File: src/rtl/exc_prio_pkg.sv
package exc_prio_pkg;
  typedef enum logic [1:0] {
    DEC_NONE = 2'd0,
    DEC_TAKE = 2'd1,
    DEC_ESC  = 2'd2,
    DEC_LOCK = 2'd3
  } svc_dec_e;
endpackage

File: src/rtl/exec_prio_calc.sv
module exec_prio_calc #(
  parameter int PRIO_W      = 8,
  parameter bit USE_BASETHR = 1'b1
) (
  input  logic              thread_mode_i,
  input  logic [PRIO_W-1:0] active_prio_i,
  input  logic              mask_all_i,
  input  logic [PRIO_W-1:0] base_thr_i,
  output logic [PRIO_W:0]   exec_prio_o
);
  localparam logic [PRIO_W:0] IDLE_PRIO = {1'b1, {PRIO_W{1'b0}}};

  logic [PRIO_W:0] run_prio;
  logic [PRIO_W:0] capped_prio;

  assign run_prio = thread_mode_i ? IDLE_PRIO : {1'b0, active_prio_i};

  generate
    if (USE_BASETHR) begin : g_thr
      logic [PRIO_W:0] thr_ext;
      assign thr_ext = {1'b0, base_thr_i};
      // zero threshold disables capping
      assign capped_prio = (base_thr_i != '0 && thr_ext < run_prio) ? thr_ext : run_prio;
    end else begin : g_nothr
      logic unused_thr;
      assign unused_thr  = ^base_thr_i;
      assign capped_prio = run_prio;
    end
  endgenerate

  assign exec_prio_o = mask_all_i ? '0 : capped_prio;
endmodule

File: src/rtl/svc_decide.sv
module svc_decide
  import exc_prio_pkg::*;
#(
  parameter int PRIO_W = 8
) (
  input  logic              req_i,
  input  logic              fault_active_i,
  input  logic [PRIO_W-1:0] svc_prio_i,
  input  logic [PRIO_W:0]   exec_prio_i,
  output svc_dec_e          dec_o
);
  always_comb begin
    dec_o = DEC_NONE;
    if (req_i) begin
      if (fault_active_i)                          dec_o = DEC_LOCK;
      else if ({1'b0, svc_prio_i} < exec_prio_i)   dec_o = DEC_TAKE;
      else                                         dec_o = DEC_ESC;
    end
  end
endmodule

File: src/rtl/exc_prio_gate.sv
module exc_prio_gate
  import exc_prio_pkg::*;
#(
  parameter int PRIO_W      = 8,
  parameter bit USE_BASETHR = 1'b1
) (
  input  logic              clk_i,
  input  logic              rst_ni,
  input  logic              req_i,
  input  logic              thread_mode_i,
  input  logic [PRIO_W-1:0] active_prio_i,
  input  logic              mask_all_i,
  input  logic [PRIO_W-1:0] base_thr_i,
  input  logic [PRIO_W-1:0] svc_prio_i,
  input  logic              fault_active_i,
  input  logic              route_ns_i,
  output logic              take_call_o,
  output logic              escalate_o,
  output logic              lockup_o,
  output logic              fault_ns_o
);
  logic [PRIO_W:0] exec_prio;
  svc_dec_e        dec;

  exec_prio_calc #(.PRIO_W(PRIO_W), .USE_BASETHR(USE_BASETHR)) i_calc (
    .thread_mode_i (thread_mode_i),
    .active_prio_i (active_prio_i),
    .mask_all_i    (mask_all_i),
    .base_thr_i    (base_thr_i),
    .exec_prio_o   (exec_prio)
  );

  svc_decide #(.PRIO_W(PRIO_W)) i_dec (
    .req_i          (req_i),
    .fault_active_i (fault_active_i),
    .svc_prio_i     (svc_prio_i),
    .exec_prio_i    (exec_prio),
    .dec_o          (dec)
  );

  always_ff @(posedge clk_i or negedge rst_ni) begin
    if (!rst_ni) begin
      take_call_o <= 1'b0;
      escalate_o  <= 1'b0;
      lockup_o    <= 1'b0;
      fault_ns_o  <= 1'b0;
    end else begin
      take_call_o <= (dec == DEC_TAKE);
      escalate_o  <= (dec == DEC_ESC);
      lockup_o    <= (dec == DEC_LOCK);
      if (dec == DEC_ESC) fault_ns_o <= route_ns_i;
    end
  end
endmodule

File: config.mk
export PLATFORM = sky130hd
export DESIGN_NAME = exc_prio_gate
export DESIGN_NICKNAME = d
export VERILOG_FILES = /design/src/rtl/exc_prio_pkg.sv /design/src/rtl/exec_prio_calc.sv /design/src/rtl/svc_decide.sv /design/src/rtl/exc_prio_gate.sv
export SDC_FILE = /design/constraint.sdc
export NUM_CORES = 1
export LEC_CHECK = 0
export ABC_AREA = 0
export BUFFER_PORTS_ARGS = -buffer_cell sky130_fd_sc_hd__buf_2
export CORE_AREA = 2 2 43 45
export DETAILED_ROUTE_END_ITERATION = 6
export DIE_AREA = 0 0 45 47
export PLACE_DENSITY_LB_ADDON = 0.25
export REMOVE_ABC_BUFFERS = 1
export SYNTH_ARGS = -nofsm -noshare
export SYNTH_HDL_FRONTEND = slang
export SYNTH_SLANG_ARGS = --single-unit
File: constraint.sdc
create_clock -name clk_i -period 1.2 [get_ports clk_i]
set_clock_uncertainty 0.1 [all_clocks]
set_input_delay 0.06 -clock clk_i [delete_from_list [all_inputs] [get_ports clk_i]]
set_output_delay 0.06 -clock clk_i [all_outputs]
set_load 0.005 [all_outputs]
==> results_dict.tcl, run 1 <==
set metrics [dict create \
    run_status "finished, violations left" \
    failed_checks "negative setup slack" \
    startpoint_type "input pin" \
    seq_total_area_yosys_pct 14.8 \
    max-vdd-ir-drop_v 0.000616 \
    syn_inst 84 \
    final_hold_viol_count 0 \
    routed-via-count 923 \
    cts-root-to-sink-buffers 2 \
    route.detailed.wl_per_inst_um 15.1 \
    share_of_yosys_cell_area_claimed_by_the_top_area_cell_type_pct 25.8 \
    relative_contribution_of_sequential_cells_to_total_power_pct 17.5 \
    synth_area_leader_cell "ha_1" \
    place_hpwl_um 1540 \
    yosys_warnings 0 \
    grt_setup_unrepaired "true" \
    floorplan.die.height_um 47 \
    start_util_pct 41.1 \
    critical-path-top-cell-by-count "nor3_2" \
    die_w_um 45 \
    worst-endpoint-required_ps 1220 \
    comb_power_share_pct 64.2 \
    postLayoutSetupSlackWorst_ps -1920 \
    grt_pass1_wl_um 3920 \
    detail_route.vias_per_cell 5.37 \
    synth.area.top_cells "ha_1, dfrtp_1, a21o_1" \
    cts.htree.levels 1 \
    critical_path.max_stage_delay_ps 300 \
    min_delay_worst_endpoint "escalate_o" \
    detail_route.first_pass.iterations 4 \
    fillers 82 \
    worst-slew-pin-transition_ps 409 \
    cts_tree "yes" \
    power.share.clock_pct 18.4 \
    cellLeakagePower_nw 0.691 \
    area_overhead_vs_synth_pct 108 \
    cp-end-kind "flop" \
    placedCellCount 154 \
    drtIter0Drc 19 \
    first_global_vias 987 \
    die_area_um2 2120 \
    cap_violations 0 \
    remaining_drc_errors 0 \
    hold_start "req_i" \
    grt_antenna_before_repair 0 \
    design.core.area_um2 1650 \
    globalplace.congestion 0.923 \
    topRoutingLayerUsed "met4" \
    clk_slew_on_worst_s_h_paths_ps 40 \
    worst_case_reg_to_reg_path_depth 1 \
    insertion_delay_ps 230 \
    timing.critical_path.depth 19 \
    clk_root_buffer_cell "clkbuf_4" \
    grt-ovfl-total 0 \
    final_layout_size_suffix_gt1_share_pct 68.4 \
    numPortBuffers 34 \
    cts_inserted_buffers 3 \
    cellInternalPower_w 0.000594 \
    timing.fmax_mhz 320 \
    syn_avg_cell_area_um2 8.07 \
    pwr_density_cell_nw_per_um2 645 \
    power.net_switching_w 0.000318 \
    layout.cell_area.non_filler_um2 1410 \
    wl_met3_um 140 \
    number_of_rows_in_the_core_area 15 \
    family_of_cells_with_the_greatest_summed_delay_on_the_critical_path "simple AND/OR/NAND/NOR gates" \
    yosysUniqueCellTypes 28 \
    critical_path_arrival_ps 3140 \
    relSlewSlack_pct 72.7 \
    min_path_type "input pin to flop" \
    postRouteWirelength_um 2600 \
    insertedDiodeCount 0 \
    clock-sinks 4 \
    crit-reg2reg-launch "fault_ns_o" \
    finalCriticalPeriod_ps 3120 \
    report.final.slew_viol_count 0 \
    boundaryPins 35 \
    crit_fanout 7 \
    finalCritPeriodShare_pct 260 \
    total_number_of_nets_in_the_final_design 202 \
    detail_route.wirelength.met1_um 1020 \
    critical_path_class "input pin to flop" \
    post_dp_cell_area_um2 1020 \
    critPathBufInv 4 \
    timing.final.setup_violations 3 \
    synthesis.area_um2 678 \
    grt_start_max_net_pins 8 \
    instances_no_fill 172 \
    grtUsageTotal_pct 25.3 \
    drtAntennaViolNets 0 \
    r2r_slack_ps 350 \
    critical_path.slowest_cell "ha_2" \
    cp_cell_sequence "buf_8 > clkinv_8 > buf_6 > nand2_2 > ha_2 > nand2_1 > nor3_4 > a21oi_2 > buf_4 > or2_1 > a21o_1 > ha_4 > and3_4 > a221oi_4 > o21ai_2 > nor3_2 > o211a_1 > nor3_2 > mux2_4" \
    met2_length_um 1430 \
    min_delay_path_depth 3 \
    worstReg2RegEnd "fault_ns_o" \
    preCtsSetupSlack_ps -2530 \
    yosys_register_bits 4 \
    p_sw_share_pct 34.8 \
]
-- cell usage after synthesis, drive strengths merged --
cell type  number
o32ai           1
nand2b          1
o21ai           2
nor3            3
or2             8
nor4            2
clkinv          1
ha             14
nor2b           1
o21ba           1
a21o           10
and2            1
nor2            1
a21oi           4
buf             2
nand2          18
o221ai          1
and3            1
o211a           1
a221oi          1
dfrtp           4
mux2            1
nand3           2
o21a            1
a22oi           1
inv             1
-- metal layers --
metal | GRT usage, % | vias to the layer above
li1 | - | 456
met4 | 10.6 | 0
met2 | 50.3 | 37
met1 | 26.7 | 427
met5 | 0 | -
met3 | 2.69 | 3
-- sequential cells by signal, indices dropped and copies added (netlist names) --
name	cells
take_call_o	1
escalate_o	1
lockup_o	1
fault_ns_o	1
-- cell type report --
cell class / instances / area [um2] / area share, %
clock buffer: 3 / 22.5 / 1.59
multi-input combinational: 76 / 781 / 55.2
inverter: 2 / 20.0 / 1.42
timing repair buffer: 70 / 469 / 33.2
tap: 17 / 21.3 / 1.50
sequential: 4 / 100 / 7.08
-- through the flow --
stage               TNS, ps  hold WS (ps)  util [%]  total power (W)
CTS                   -5180          40.5      83.3         0.000868
floorplan             -6250          -336         -         0.000347
global route          -5890          80.0      85.6         0.000973
global placement      -6770          -233      61.7         0.000525
finish                -5390          61.6      85.6         0.000911
detailed placement    -7120          -232      61.7         0.000537
-- power groups by stage --
stage                     Combinational (W)  Sequential (W)  Clock (W)
after global placement             0.000365        0.000160          0
after CTS                          0.000533        0.000159   0.000176
after detailed placement           0.000377        0.000160          0
after floorplan                    0.000184        0.000163          0
final                              0.000585        0.000159   0.000167
after global routing               0.000636        0.000161   0.000176
-- cell usage in the layout (no fill, tap or decap), types with 2 or more instances in the layout --
cell type      netlist  layout
nand2_4              0       2
dfrtp_1              4       4
nand2_2              0       4
nor4_1               2       2
ha_1                14       4
or2_1                3       3
dlygate4sd3_1        0       4
ha_4                 0       9
a21oi_2              0       2
clkbuf_4             0       3
buf_6                0       3
a21oi_1              4       2
buf_2                1      34
nand2_1             18      12
a21o_1              10      10
or2_2                5       4
buf_4                0      28
nor3_2               3       2
-- timing repair --
action / in CTS / in global routing
pin swaps: 26 / 7
cloned: 1 / 0
setup endpoints to repair: 3 / 3
hold buffers: 4 / 0
hold endpoints to repair: 6 / 0
resized for setup: 41 / 2
setup buffers: 8 / 3
-- kinds of logic (layout without fill, tap and decap cells) --
family / count (synthesis) / count (layout) / share of synthesized area, %
DFF: 4 / 4 / 14.8
buffers and inverters: 4 / 75 / 2.40
muxes: 1 / 1 / 2.21
AOI/OAI and AO/OA: 23 / 23 / 25.5
and+or+nand+nor: 38 / 38 / 29.3
adders and majority gates: 14 / 14 / 25.8
-- how the worst max path moves through the flow --
stage	from	end
floorplan	thread_mode_i	fault_ns_o
global placement	thread_mode_i	fault_ns_o
detailed placement	thread_mode_i	fault_ns_o
CTS	thread_mode_i	fault_ns_o
global route	thread_mode_i	fault_ns_o
finish	thread_mode_i	fault_ns_o
No activity file was read; power rests on OpenSTA's default activity.
==> run 2: changes to the inputs <==
clock period = 3.45 ns   (was 1.2 ns; I/O delays follow)
==> results_dict.tcl, run 2 (synthesized netlist as in run 1, its figures left out) <==
set metrics [dict create \
    run_status "completed" \
    clk_slew_on_worst_s_h_paths_ps 40 \
    crit_fanout 8 \
    critical_path_arrival_ps 3430 \
    cp-end-kind "flop" \
    grt_antenna_before_repair 0 \
    commonest_cells_after_routing_fill_and_taps_aside "buf_2, buf_4, nand2_1" \
    cts_tree "yes" \
    globalplace.congestion 0.866 \
    relSlewSlack_pct 74.6 \
    insertion_delay_ps 230 \
    cts_inserted_buffers 3 \
    insertedDiodeCount 0 \
    critical_path_class "input pin to flop" \
    final_layout_size_suffix_gt1_share_pct 65.1 \
    layout.cell_area.non_filler_um2 1290 \
    detail_route.first_pass.iterations 4 \
    clock-sinks 4 \
    detail_route.vias_per_cell 5.27 \
    die_area_um2 2120 \
    number_of_rows_in_the_core_area 15 \
    report.final.slew_viol_count 0 \
    first_global_vias 827 \
    floorplan.die.height_um 47 \
    cellLeakagePower_nw 0.668 \
    grt_pass1_wl_um 3010 \
    route.detailed.wl_per_inst_um 14.7 \
    design.core.area_um2 1650 \
    area_overhead_vs_synth_pct 89.7 \
    die_w_um 45 \
    total_number_of_nets_in_the_final_design 199 \
    start_util_pct 41.1 \
    grt-ovfl-total 0 \
    cap_violations 0 \
    min_path_type "input pin to flop" \
    clk_root_buffer_cell "clkbuf_4" \
    fillers 127 \
    timing.hold.ws_ps 70.3 \
    drtIter0Drc 12 \
    pwr_density_cell_nw_per_um2 222 \
    worst-slew-pin-transition_ps 377 \
    remaining_drc_errors 0 \
    cts-root-to-sink-buffers 2 \
    max-vdd-ir-drop_v 0.000194 \
    instances_no_fill 169 \
    routed-via-count 891 \
    finalCritPeriodShare_pct 99.1 \
    postRouteWirelength_um 2480 \
    cts.htree.levels 1 \
    timing.final.setup_violations 0 \
    timing.fmax_mhz 293 \
    numPortBuffers 34 \
    placedCellCount 149 \
    final_hold_viol_count 0 \
    place_hpwl_um 1490 \
    boundaryPins 35 \
    worst-endpoint-required_ps 3470 \
    drtAntennaViolNets 0 \
    grt_start_max_net_pins 10 \
    finalCriticalPeriod_ps 3420 \
    total_power_w 0.000285 \
    grtUsageTotal_pct 19.3 \
    startpoint_type "input pin" \
    layout.cells.most_common "buf_2" \
    post_dp_cell_area_um2 981 \
]
## run 2: changes by cell type in the layout (fill, tap and decap cells not counted), moves of 3 or more
cell / delta
nand2_1: +4
nand2_2: -3
dlygate4sd3_1: -3
buf_4: +4
buf_6: -3
ha_4: -4
ha_1: +5
## run 2: critical path, cell delays in order
cell and delay (ps):
buf_2 120, clkinv_4 90, buf_4 140, nand2_1 90, ha_1 180, a21oi_1 70
o21a_1 180, o221ai_2 220, a21oi_2 70, buf_4 160, or2_1 230, a21o_1 180
ha_1 260, and3_4 170, a221oi_2 290, o21ai_2 120, nor3_2 110, o211a_1 210
nor3_4 50, mux2_4 300
## run 2: path summary, 6_finish.rpt
kind / start / to / slack [ps] / cells past startpoint
max in group asynchronous: rst_ni / lockup_o / 2950 / 2
min in group asynchronous: rst_ni / fault_ns_o / 170 / 2
hold / removal: fault_active_i / lockup_o / 70 / 2
setup / recovery: thread_mode_i / fault_ns_o / 30 / 20
setup reg to reg: fault_ns_o / fault_ns_o / 2600 / 1
hold reg to reg: fault_ns_o / fault_ns_o / 410 / 1
## run 2: cell type report
class	count	area (um2)	area share [%]
Sequential cell	4	100	7.78
Clock buffer	3	22.5	1.75
Tap cell	17	21.3	1.65
Inverter	2	12.5	0.973
Multi-Input combinational cell	76	709	55.2
Timing Repair Buffer	67	420	32.7
## run 2: repair_timing
action                                 CTS  global route
resized for setup                        3            22
buffers inserted                        10             6
pin swaps                                2            10
endpoints found under the hold margin    4             0
setup endpoints to repair                1             2
hold buffers                             1             0
## run 2: metrics by stage
step | setup slack (ps) | setup TNS [ps] | utilization (%)
2_1_floorplan | -133 | -133 | -
3_3_place_gp | -307 | -435 | 59.4
3_5_place_dp | -399 | -681 | 59.4
4_1_cts | 14.3 | 0 | 66.4
5_1_grt | -103 | -103 | 77.9
6_report | 31.2 | 0 | 77.9
## run 2: power breakdown
group	total [W]	switching, W	internal [W]	leakage, nW
combinational	0.000173	0.0000788	0.0000941	0.603
sequential	0.0000556	0.00000248	0.0000531	0.0516
clock	0.0000567	0.0000179	0.0000388	0.0138
total	0.000285	0.0000991	0.000186	0.668
## run 2: metal layers
layer / routed length, um / vias up / GRT usage [%]
li1: - / 442 / -
met1: 973 / 420 / 19.4
met2: 1370 / 25 / 40.0
met3: 93 / 4 / 0.769
met4: 46 / 0 / 9.41
met5: 0 / - / 0
==> run 3: changes to the inputs <==
PLACE_DENSITY = 0.74   (was default)
PLACE_DENSITY_LB_ADDON = default   (was 0.25)
==> results_dict.tcl, run 3 (synthesized netlist as in run 1, its figures left out) <==
set metrics [dict create \
    run_status "finished, violations left" \
    failed_checks "negative setup slack" \
    place_hpwl_um 1540 \
    detail_route.first_pass.iterations 4 \
    min_path_type "input pin to flop" \
    cts.htree.levels 1 \
    total_power_w 0.000303 \
    relSlewSlack_pct 72.0 \
    insertion_delay_ps 230 \
    timing.hold.ws_ps 65.1 \
    cts_inserted_buffers 3 \
    clk_root_buffer_cell "clkbuf_4" \
    preCtsSetupSlack_ps -483 \
    report.final.slew_viol_count 0 \
    max-vdd-ir-drop_v 0.000189 \
    cts_tree "yes" \
    globalplace.congestion 0.853 \
    postRouteWirelength_um 2930 \
    power.share.clock_pct 18.3 \
    cap_violations 0 \
    drtAntennaViolNets 0 \
    p_sw_share_pct 36.2 \
    startpoint_type "input pin" \
    timing.fmax_mhz 290 \
    commonest_cells_after_routing_fill_and_taps_aside "buf_2, buf_4, nand2_1" \
    comb_power_share_pct 63.5 \
    start_util_pct 41.1 \
    layout.cell_area.non_filler_um2 1330 \
    worst-slew-pin-transition_ps 419 \
    clock-sinks 4 \
    boundaryPins 35 \
    fillers 110 \
    worst-endpoint-required_ps 3460 \
    critical_path_class "input pin to flop" \
    finalCriticalPeriod_ps 3450 \
    postLayoutSetupSlackWorst_ps -3.04 \
    layout.cells.most_common "buf_2" \
    numPortBuffers 34 \
    cts-root-to-sink-buffers 2 \
    finalCritPeriodShare_pct 100 \
    power.net_switching_w 0.000110 \
    cp-end-kind "flop" \
    clk_slew_on_worst_s_h_paths_ps 30 \
    grt_start_max_net_pins 10 \
    cellInternalPower_w 0.000193 \
    drtIter0Drc 17 \
    grt_pass1_wl_um 3130 \
    detail_route.vias_per_cell 5.59 \
    crit_fanout 8 \
    number_of_rows_in_the_core_area 15 \
    die_w_um 45 \
    pwr_density_cell_nw_per_um2 228 \
    die_area_um2 2120 \
    grt_antenna_before_repair 0 \
    post_dp_cell_area_um2 966 \
    critical_path_arrival_ps 3460 \
    final_hold_viol_count 0 \
    grt-ovfl-total 0 \
    area_overhead_vs_synth_pct 95.9 \
    floorplan.die.height_um 47 \
    relative_contribution_of_sequential_cells_to_total_power_pct 18.2 \
    first_global_vias 808 \
    route.detailed.wl_per_inst_um 17.3 \
    final_core_util_pct 80.5 \
    grtUsageTotal_pct 20.3 \
    remaining_drc_errors 0 \
    total_number_of_nets_in_the_final_design 199 \
    routed-via-count 944 \
    final_layout_size_suffix_gt1_share_pct 65.8 \
    timing.final.setup_violations 1 \
    cellLeakagePower_nw 0.666 \
    insertedDiodeCount 0 \
    design.core.area_um2 1650 \
]
## run 3: final timing paths
kind                              end  cells after the start  slack [ps]            from
min in group asynchronous    lockup_o                      2         170          rst_ni
max                        fault_ns_o                     18          -3   thread_mode_i
min reg2reg                fault_ns_o                      1         400      fault_ns_o
max in group asynchronous  fault_ns_o                      2        2960          rst_ni
min                          lockup_o                      2          70  fault_active_i
max reg2reg                fault_ns_o                      1        2600      fault_ns_o
## run 3: per-stage QoR
stage	std cells	setup TNS (ps)
after global placement	147	-472
after CTS	161	0
after global routing	169	-138
after floorplan	82	-133
final	169	-3.04
after detailed placement	147	-885
## run 3: power groups by stage
stage / clock [W] / combinational [W] / sequential [W]
final: 0.0000556 / 0.000192 / 0.0000552
after global routing: 0.0000598 / 0.000206 / 0.0000558
after CTS: 0.0000586 / 0.000133 / 0.0000554
after detailed placement: 0 / 0.000124 / 0.0000558
after global placement: 0 / 0.000119 / 0.0000556
after floorplan: 0 / 0.0000641 / 0.0000567
## run 3: critical path: stages
cell and delay, ps:
buf_2 120, clkinv_4 90, nand2_4 70, ha_4 250, nor2b_4 180, nand3_4 120, nor3_4 330, a21oi_4 130
or2_1 220, a21o_1 200, ha_4 250, and3_4 190, a221oi_4 300, o21ai_2 90, buf_4 130, o32ai_1 210
nor3_2 100, mux2_4 300
## run 3: routing by layer
| layer | up-vias | track usage [%] | share of wire (%) | routed length (um) |
|---|---|---|---|---|
| met3 | 8 | 1.54 | 5.6 | 164 |
| met4 | 0 | 9.41 | 2.1 | 63 |
| met2 | 46 | 38.0 | 54 | 1580 |
| li1 | 446 | - | - | - |
| met1 | 444 | 23.5 | 38 | 1120 |
| met5 | - | 0 | 0 | 0 |
## run 3: layout make-up
cell class / count / area, um2 / area share (%)
clock buffers: 3 / 22.5 / 1.69
inverters: 2 / 12.5 / 0.942
multi-input cells: 77 / 759 / 57.2
flip-flops and latches: 4 / 100 / 7.53
well taps: 17 / 21.3 / 1.60
repair buffers: 66 / 413 / 31.1
## run 3: what timing repair did
item | 4_1_cts | 5_1_grt
hold endpoints to repair | 4 | 0
pin swaps | 5 | 20
resized for setup | 7 | 21
gates cloned | 0 | 1
hold buffers | 1 | 0
setup endpoints to repair | 1 | 2
setup buffers | 10 | 8
